`config.mk`:
```
export PLATFORM = sky130hd
export DESIGN_NAME = segAccessCheck
export DESIGN_NICKNAME = d
export VERILOG_FILES = /design/src/rtl/segchk_pkg.sv /design/src/rtl/segchk_ctrl.sv /design/src/rtl/segchk_dp.sv /design/src/rtl/segAccessCheck.sv
export SDC_FILE = /design/constraint.sdc
export NUM_CORES = 1
export LEC_CHECK = 0
export ABC_AREA = 1
export BUFFER_PORTS_ARGS = -buffer_cell sky130_fd_sc_hd__buf_2
export CORE_MARGIN = 8
export CORE_UTILIZATION = 56
export DETAILED_ROUTE_END_ITERATION = 8
export PLACE_DENSITY = 0.83
export SETUP_SLACK_MARGIN = 0.4
export SLEW_MARGIN = 20
export SYNTH_ARGS = -nofsm -noshare
export SYNTH_HDL_FRONTEND = slang
export SYNTH_SLANG_ARGS = --single-unit
```
`constraint.sdc`:
```
create_clock -name clk -period 4.05 [get_ports clk]
set_input_delay 0.6075 -clock clk [delete_from_list [all_inputs] [get_ports clk]]
set_output_delay 0.6075 -clock clk [all_outputs]
set_load 0.02 [all_outputs]
```
`src/rtl/segchk_pkg.sv`:
```
package segchk_pkg;

  typedef enum logic [1:0] {
    KIND_READ  = 2'd0,
    KIND_WRITE = 2'd1,
    KIND_FETCH = 2'd2,
    KIND_RSVD  = 2'd3
  } accKind_e;

  typedef struct packed {
    logic load;   // capture a new result
    logic clear;  // result consumed with nothing new
  } segStrobe_t;

endpackage

```
`src/rtl/segchk_ctrl.sv`:
```
module segchk_ctrl
  import segchk_pkg::*;
(
  input  logic       clk,
  input  logic       rstN,
  input  logic       inValid,
  output logic       inReady,
  output logic       outValid,
  input  logic       outReady,
  output segStrobe_t strobe
);

  logic validQ;

  assign inReady      = !validQ || outReady;
  assign strobe.load  = inValid && inReady;
  assign strobe.clear = validQ && outReady && !strobe.load;
  assign outValid     = validQ;

  always_ff @(posedge clk) begin
    if (!rstN)             validQ <= 1'b0;
    else if (strobe.load)  validQ <= 1'b1;
    else if (strobe.clear) validQ <= 1'b0;
  end


  accept_then_valid_chk: assert property (@(posedge clk) disable iff (!rstN)
    (inValid && inReady) |=> outValid);


  stall_hold_chk: assert property (@(posedge clk) disable iff (!rstN)
    (outValid && !outReady) |=> outValid);

endmodule

```
`src/rtl/segchk_dp.sv`:
```
module segchk_dp
  import segchk_pkg::*;
#(
  parameter int ADDR_W = 32,
  parameter int LIM_W  = 20,
  parameter int SIZE_W = 2,
  parameter int TYPE_W = 8,
  parameter int NP_VEC = 11,
  parameter int GP_VEC = 13
) (
  input  logic              clk,
  input  logic              rstN,
  input  segStrobe_t        strobe,
  input  logic [ADDR_W-1:0] descBase,
  input  logic [LIM_W-1:0]  descLimit,
  input  logic              descGran,
  input  logic              descPresent,
  input  logic [1:0]        descDpl,
  input  logic              descSeg,
  input  logic              descExec,
  input  logic              descDir,
  input  logic              descRw,
  input  logic [ADDR_W-1:0] accOffset,
  input  logic [SIZE_W-1:0] accSize,
  input  logic [1:0]        accKind,
  input  logic [1:0]        accRpl,
  output logic [ADDR_W-1:0] linAddr,
  output logic              fault,
  output logic [TYPE_W-1:0] faultType
);

  localparam int GRAN_SH = ADDR_W - LIM_W;
  localparam int WIDE_W  = ADDR_W + 1;
  localparam logic [TYPE_W-1:0] NP_CODE = TYPE_W'(NP_VEC);
  localparam logic [TYPE_W-1:0] GP_CODE = TYPE_W'(GP_VEC);

  accKind_e           kind;
  logic [ADDR_W-1:0]  effLimit;
  logic [WIDE_W-1:0]  lastByte;
  logic               isDown;
  logic               badBounds;
  logic               badPriv;
  logic               badType;
  logic               anyFault;
  logic [TYPE_W-1:0]  typeNext;
  logic [ADDR_W-1:0]  linNext;

  logic [ADDR_W-1:0]  linQ;
  logic               faultQ;
  logic [TYPE_W-1:0]  typeQ;

  assign kind = accKind_e'(accKind);

  // granularity scaling of the limit
  always_comb begin
    if (descGran) effLimit = {descLimit, {GRAN_SH{1'b1}}};
    else          effLimit = {{GRAN_SH{1'b0}}, descLimit};
  end

  // last byte of the access, one extra bit keeps the carry
  assign lastByte = {1'b0, accOffset} + {{(WIDE_W-SIZE_W){1'b0}}, accSize};
  assign isDown   = !descExec && descDir;

  always_comb begin
    if (isDown)
      badBounds = ({1'b0, accOffset} <= {1'b0, effLimit}) || lastByte[ADDR_W];
    else
      badBounds = lastByte > {1'b0, effLimit};
  end

  assign badPriv = accRpl > descDpl;

  always_comb begin
    badType = 1'b0;
    if (!descSeg) begin
      badType = 1'b1;
    end else begin
      unique case (kind)
        KIND_WRITE: badType = descExec || !descRw;
        KIND_FETCH: badType = !descExec;
        default:    badType = descExec && !descRw;
      endcase
    end
  end

  // ranked selection: not-present, privilege, type, bounds
  always_comb begin
    anyFault = 1'b1;
    typeNext = GP_CODE;
    if (!descPresent)               typeNext = NP_CODE;
    else if (badPriv)               typeNext = GP_CODE;
    else if (badType)               typeNext = GP_CODE;
    else if (badBounds)             typeNext = GP_CODE;
    else begin
      anyFault = 1'b0;
      typeNext = '0;
    end
  end

  assign linNext = descBase + accOffset;

  always_ff @(posedge clk) begin
    if (!rstN) begin
      linQ   <= '0;
      faultQ <= 1'b0;
      typeQ  <= '0;
    end else if (strobe.load) begin
      linQ   <= linNext;
      faultQ <= anyFault;
      typeQ  <= typeNext;
    end
  end

  assign linAddr   = linQ;
  assign fault     = faultQ;
  assign faultType = typeQ;


  not_present_first_chk: assert property (@(posedge clk) disable iff (!rstN)
    (strobe.load && !descPresent) |=> (fault && faultType == NP_CODE));


  priv_violation_chk: assert property (@(posedge clk) disable iff (!rstN)
    (strobe.load && descPresent && (accRpl > descDpl)) |=> (fault && faultType == GP_CODE));


  fault_code_chk: assert property (@(posedge clk) disable iff (!rstN)
    fault |-> (faultType == NP_CODE || faultType == GP_CODE));


  clean_code_chk: assert property (@(posedge clk) disable iff (!rstN)
    !fault |-> (faultType == '0));

endmodule

```
`src/rtl/segAccessCheck.sv`:
```
module segAccessCheck
  import segchk_pkg::*;
#(
  parameter int ADDR_W = 32,
  parameter int LIM_W  = 20,
  parameter int SIZE_W = 2,
  parameter int TYPE_W = 8,
  parameter int NP_VEC = 11,
  parameter int GP_VEC = 13
) (
  input  logic              clk,
  input  logic              rstN,
  input  logic              inValid,
  output logic              inReady,
  input  logic [ADDR_W-1:0] descBase,
  input  logic [LIM_W-1:0]  descLimit,
  input  logic              descGran,
  input  logic              descPresent,
  input  logic [1:0]        descDpl,
  input  logic              descSeg,
  input  logic              descExec,
  input  logic              descDir,
  input  logic              descRw,
  input  logic [ADDR_W-1:0] accOffset,
  input  logic [SIZE_W-1:0] accSize,
  input  logic [1:0]        accKind,
  input  logic [1:0]        accRpl,
  output logic              outValid,
  input  logic              outReady,
  output logic [ADDR_W-1:0] linAddr,
  output logic              fault,
  output logic [TYPE_W-1:0] faultType
);

  segStrobe_t strobe;

  segchk_ctrl u_ctrl (
    .clk      (clk),
    .rstN     (rstN),
    .inValid  (inValid),
    .inReady  (inReady),
    .outValid (outValid),
    .outReady (outReady),
    .strobe   (strobe)
  );

  segchk_dp #(
    .ADDR_W (ADDR_W),
    .LIM_W  (LIM_W),
    .SIZE_W (SIZE_W),
    .TYPE_W (TYPE_W),
    .NP_VEC (NP_VEC),
    .GP_VEC (GP_VEC)
  ) u_dp (
    .clk         (clk),
    .rstN        (rstN),
    .strobe      (strobe),
    .descBase    (descBase),
    .descLimit   (descLimit),
    .descGran    (descGran),
    .descPresent (descPresent),
    .descDpl     (descDpl),
    .descSeg     (descSeg),
    .descExec    (descExec),
    .descDir     (descDir),
    .descRw      (descRw),
    .accOffset   (accOffset),
    .accSize     (accSize),
    .accKind     (accKind),
    .accRpl      (accRpl),
    .linAddr     (linAddr),
    .fault       (fault),
    .faultType   (faultType)
  );


  result_stable_chk: assert property (@(posedge clk) disable iff (!rstN)
    (outValid && !outReady) |=> ($stable(linAddr) && $stable(fault) && $stable(faultType)));

endmodule

```
==> run summary, run 1 <==
Worst Reg-to-Reg Cells: 8
Nets: 1303
complex-gate fraction of the synthesized area: 14.7%
P_int: 0.860 mW
Initial Utilization: 57.9%
RSZ-0062 raised after global routing: no
final worst path period share: 84.2%
Final Hold Vio Count: 0
status: complete, no violations
mux contribution to synthesized area: 1.34%
fin cells: 1235
Worst path max stage delay: 0.30 ns
crit path time final: 3.41 ns
Psw: 0.657 mW
#FFs+latches synth: 36
highest routing layer actually used: met4
slowest CP cell: ha_1
Max Freq: 293 MHz
combinational share of power: 52.5%
global-route wire length before repair: 30500 um
grt ovf: 0
Antenna Cells: 0
Switching Fraction: 43.3%
largest family of logic cells by synthesized area: simple AND/OR/NAND/NOR gates
# DRC: 0
CORE AREA: 0.0103 sq mm
DRT antenna net count: 0
CTS sink cnt: 36
Slew headroom: 40.0%
crit path launch type: input pin
post-synthesis simple-gate area fraction: 32.6%
CTS tree: done
hold path depth: 2
Synth Area in XOR/XNOR: 6.60%
Synth Area in Adders: 21.8%
H-tree levels: 2
prevailing post-synth register cell: dfxtp_1
drt wl/cell: 15.1 um
Root Buffer: clkbuf_8
Worst Path Arrival: 3.60 ns
register area share after synthesis: 12.1%
commonest non-fill, non-tap cell in the layout: nand2_1
Clk pwr share: 20.7%
Tot GR Track Use: 25.7%
worst-margin pin slew: 0.899 ns
layout cells sized above 1: 16.5%
clock slew at reported path FFs: 0.08 ns
Hold Crit Class: flop to flop
total power: 1.52 mW
largest net degree at the start of global routing: 46
total length of routed met2 wires: 8440 um
worst setup path category: input pin to flop
Slew Limit Fails: 0
total CTS buffers: 5
clock buffer depth: 2
dpl ws: 0.241 ns
Final TNS setup: 0 ns
Layout Skew: 0.00278 ns
total number of vias: 6679
Seq pwr share: 26.8%
Layout Utilization: 67.2%
vias per std cell: 5.41
Pleak: 3.90 nW
DRT Wirelength: 18600 um
Syn Inst Count: 963
Ys Warns: 0
GP Congestion: 1.05
Cell Pwr Density: 219 mW/mm^2
Area after DPL: 0.00677 sq mm
DIE AREA: 0.0142 sq mm
Synth cell types: 46
initial antenna violation count: 0
Detailed Routing Iterations Pass 1: 5
most frequent cells in the layout: 202 x nand2_1, 144 x inv_1, 143 x nor2_1
num ports: 145
final setup fails: 0
Metal-1 WL: 8300 um
die span in y: 119 um
chip width: 119 um
cell area after layout: 0.00693 sq mm
Site Rows: 37
number of global-route vias before repair: 6421
cell count after placement: 1224
DRT iter0 DRCs: 525
ys async rst share: 0%
Max IR drop VDD: 218 uV
clk_lat worst skew: 0.28 ns
max_cap viols: 0
hold_ws: 0.486 ns
setup ws final: 0.642 ns
area grow syn2layout: 16.1%
routed wl met3: 1280 um
dpl hpwl: 16300 um
syn_area_per_cell: 6.20 sq um
Port Buffers: 140
# hold bufs at CTS: 0
Setup crit end kind: flop
Critical Path Fanout Max: 4
EDFF count, synth: 0
mapped cell area: 0.00597 sq mm
WP data required: 4.24 ns
Crit path top cell by count: nand2_1
-- cell families after synthesis --
kind of cell / Yosys count
XOR/XNOR: 45
buffers and inverters: 166
other: 1
adder cells (fa/ha/maj): 103
AO/OA/AOI/OAI: 156
multiplexers: 8
AND/OR/NAND/NOR: 448
flip-flops: 36
-- worst max-delay path, delay by kind of cell --
| family | cells | cell delay (ns) |
|---|---|---|
| AND/OR/NAND/NOR | 13 | 1.42 |
| adder cells (fa/ha/maj) | 3 | 0.72 |
| buffers and inverters | 6 | 0.42 |
| AO/OA/AOI/OAI | 3 | 0.30 |
| XOR/XNOR | 1 | 0.13 |
-- flip-flops by register name (all words and copies together), names as in the netlist --
name,count
u_dp.linAddr,32
u_ctrl.outValid,1
u_dp.faultType,3
-- synthesized netlist by cell type (all sizes together) (19+ instances only) --
master | n | area [sq um]
nand4 | 19 | 140
inv | 146 | 548
nor3 | 19 | 123
xor2 | 32 | 280
nand3 | 43 | 230
a21oi | 69 | 349
ha | 101 | 1260
nand2 | 206 | 783
nor2 | 148 | 581
o21ai | 52 | 264
dfxtp | 36 | 721
-- routing by layer --
metal	global-route usage, %	vias to the layer above
met1	32.6	2975
met2	42.9	256
met3	3.73	39
met5	0	-
li1	-	3409
met4	9.80	0
-- final timing paths --
kind         slack, ns                             end                    startpoint
max               0.64  u_dp.faultType[0]$_SDFFE_PN0P_                  accOffset[0]
max reg2reg       1.97  u_dp.faultType[2]$_SDFFE_PN0P_  u_ctrl.outValid$_SDFFE_PN0P_
min               0.49    u_dp.linAddr[0]$_SDFFE_PN0P_  u_dp.linAddr[0]$_SDFFE_PN0P_
min reg2reg       0.49    u_dp.linAddr[0]$_SDFFE_PN0P_  u_dp.linAddr[0]$_SDFFE_PN0P_
-- cell type report --
type,count,area [sq um]
Inverter,147,552
Timing Repair Buffer,144,731
Fill cell,1011,3390
Clock buffer,5,68.8
Multi-Input combinational cell,764,4650
Tap cell,136,170
Clock inverter,3,42.5
Sequential cell,36,721
-- power by group through the flow --
stage | clock (mW) | combinational [mW] | sequential, mW
after CTS | 0.316 | 0.786 | 0.407
after global routing | 0.328 | 0.895 | 0.410
after global placement | 0 | 0.772 | 0.413
after floorplan | 0 | 0.490 | 0.458
after detailed placement | 0 | 0.782 | 0.415
final | 0.314 | 0.797 | 0.406
-- repair_timing --
item | CTS | global route
gates resized for setup | 0 | 7
endpoints found under the setup margin | 0 | 2
setup buffers | 0 | 3
No activity file was read; power rests on OpenSTA's default activity.
==> run 2: changes to the inputs <==
Clock period 4.05 ns to 3.4 ns, I/O delays scaled along.
==> run 2 against run 1 <==
First-iteration DRC count shrank 1.1%. Largest power group unchanged. Critical path depth shrank 3. Hold slack lost 0.0011 ns. Clock power grew 16%. Critical endpoint is now u_dp.faultType[2]$_SDFFE_PN0P_.
==> run summary, run 2 (synthesis results as in run 1) <==
Port Buffers: 140
Layout Skew: 0.00924 ns
worst-margin pin slew: 0.916 ns
Critical Path Fanout Max: 3
worst setup path category: input pin to flop
chip width: 119 um
initial antenna violation count: 1
Worst R2R Setup Slack: 1.69 ns
Initial Utilization: 57.9%
grt ovf: 0
Worst Hold Path EP: u_dp.faultType[2]$_SDFFE_PN0P_
drt wl/cell: 15.2 um
GP Congestion: 1.00
GR Util met1: 28.5%
combinational share of power: 53.8%
Detailed Routing Iterations Pass 1: 5
# DRC: 0
crit path buf inv count: 4
CORE AREA: 0.0103 sq mm
crit path launch type: input pin
Layout Utilization: 69.8%
cell area after layout: 0.00721 sq mm
Setup crit end kind: flop
crit path time final: 3.10 ns
Switching Fraction: 42.9%
met2 usage: 45.1%
dpl ws: -0.123 ns
most frequent cells in the layout: 195 x nand2_1, 143 x nor2_1, 142 x inv_1
RSZ-0062 raised after global routing: yes
P_int: 1.05 mW
DRT Wirelength: 19000 um
final worst path period share: 91.1%
slowest CP cell: ha_4
CTS tree: done
Hold Crit Class: flop to flop
Max Freq: 323 MHz
Cell Pwr Density: 255 mW/mm^2
reg2reg end: u_dp.linAddr[28]$_SDFFE_PN0P_
GR peak layer: met2
num ports: 145
DIE AREA: 0.0142 sq mm
Slew Limit Fails: 0
global-route wire length before repair: 30100 um
DRT iter0 DRCs: 519
R2R Path Start: u_ctrl.outValid$_SDFFE_PN0P_
hold path depth: 2
total power: 1.83 mW
Worst path max stage delay: 0.27 ns
Slew headroom: 38.9%
Pleak: 4.05 nW
max reg flops: 32
Nets: 1317
layout cells sized above 1: 19.1%
status: complete, no violations
Fill cells: 912
Psw: 0.788 mW
total CTS buffers: 5
DRT antenna net count: 0
Crit path top cell by count: nand2_2
Max IR drop VDD: 326 uV
clk_lat worst skew: 0.29 ns
number of global-route vias before repair: 6651
CTS sink cnt: 36
Area after DPL: 0.00687 sq mm
met3 Usage GRT: 4.02%
final setup fails: 0
CP cell instances: buf_8 -> ha_4 -> fa_2 -> nand2_2 -> nor2_4 -> nand4_4 -> nor3_4 -> nand3_2 -> inv_2 -> nand2_4 -> buf_6 -> xor2_1 -> inv_1 -> ha_4 -> nand2_2 -> nor4_2 -> nand4_1 -> nand2_1 -> nand2_1 -> nand2_2 -> nand2_4 -> nand2_2 -> a21oi_2
# hold bufs at CTS: 0
Clk pwr share: 19.8%
H-tree levels: 2
total number of vias: 6759
Tot GR Track Use: 25.5%
Seq pwr share: 26.4%
clock buffer depth: 2
dpl hpwl: 16200 um
clock slew at reported path FFs: 0.07 ns
Root Buffer: clkbuf_8
Final Hold Vio Count: 0
CP delay by family, top: simple AND/OR/NAND/NOR gates
Final TNS setup: 0 ns
Worst Path Arrival: 3.24 ns
largest net degree at the start of global routing: 33
Site Rows: 37
WP data required: 3.54 ns
max_cap viols: 0
Hold Path Origin: u_dp.faultType[2]$_SDFFE_PN0P_
setup ws final: 0.302 ns
commonest non-fill, non-tap cell in the layout: nand2_1
area grow syn2layout: 20.6%
Worst Reg-to-Reg Cells: 8
vias per std cell: 5.41
die span in y: 119 um
-- run 2: cell types whose count changed in the layout (fill, tap and decap cells not counted), moves of 3 or more --
cell	change
buf_4	+13
ha_4	+6
nand2_1	-7
nand2_4	+4
ha_1	-5
nand2_2	+3
-- run 2: worst max-delay path by stage --
stage / endpoint / from / cells past startpoint
after floorplan: u_dp.faultType[0]$_SDFFE_PN0P_ / accOffset[0] / 22
after global placement: u_dp.faultType[2]$_SDFFE_PN0P_ / accOffset[0] / 23
after detailed placement: u_dp.faultType[2]$_SDFFE_PN0P_ / accOffset[0] / 23
after CTS: u_dp.faultType[0]$_SDFFE_PN0P_ / accSize[0] / 23
after global routing: u_dp.faultType[2]$_SDFFE_PN0P_ / accSize[0] / 25
final: u_dp.faultType[2]$_SDFFE_PN0P_ / accSize[0] / 23
-- run 2: worst register-to-register path: stages (launching register included) --
cell,delay (ns)
dfxtp_1,0.32
nand2_1,0.08
nand2_1,0.40
clkinv_1,0.17
buf_4,0.27
nor2_1,0.17
nor2_1,0.06
nand2_1,0.10
inv_1,0.04
-- run 2: through the flow --
stage               std cells  hold slack, ns
floorplan                 966           0.545
global placement         1236           0.461
detailed placement       1236           0.472
CTS                      1247           0.482
global route             1250           0.510
finish                   1250           0.485
-- run 2: timing repair --
item,4_1_cts,5_1_grt
pin swaps,23,15
endpoints found under the setup margin,2,2
buffers inserted,3,2
gates resized for setup,20,16
-- run 2: area by class of cell --
class                           instances  area, sq um  share of cell area (%)
Multi-Input combinational cell        764         4790                    66.5
Timing Repair Buffer                  158          860                    11.9
Sequential cell                        36          721                    10.0
Inverter                              147          552                    7.66
Tap cell                              136          170                    2.36
Clock buffer                            6         72.6                    1.01
Clock inverter                          2         35.0                   0.486
Antenna cell                            1         2.50                  0.0347
-- run 2: power by group through the flow --
stage | clock network [mW] | logic (mW) | registers, mW
2_1_floorplan | 0 | 0.584 | 0.545
3_3_place_gp | 0 | 0.924 | 0.492
3_5_place_dp | 0 | 0.940 | 0.494
4_1_cts | 0.372 | 0.960 | 0.484
5_1_grt | 0.385 | 1.10 | 0.488
6_report | 0.363 | 0.988 | 0.484
-- run 2: metal layers --
layer	wire, um	vias to the layer above
li1	-	3441
met1	7740	2980
met2	9010	271
met3	1270	67
met4	924	0
met5	0	-
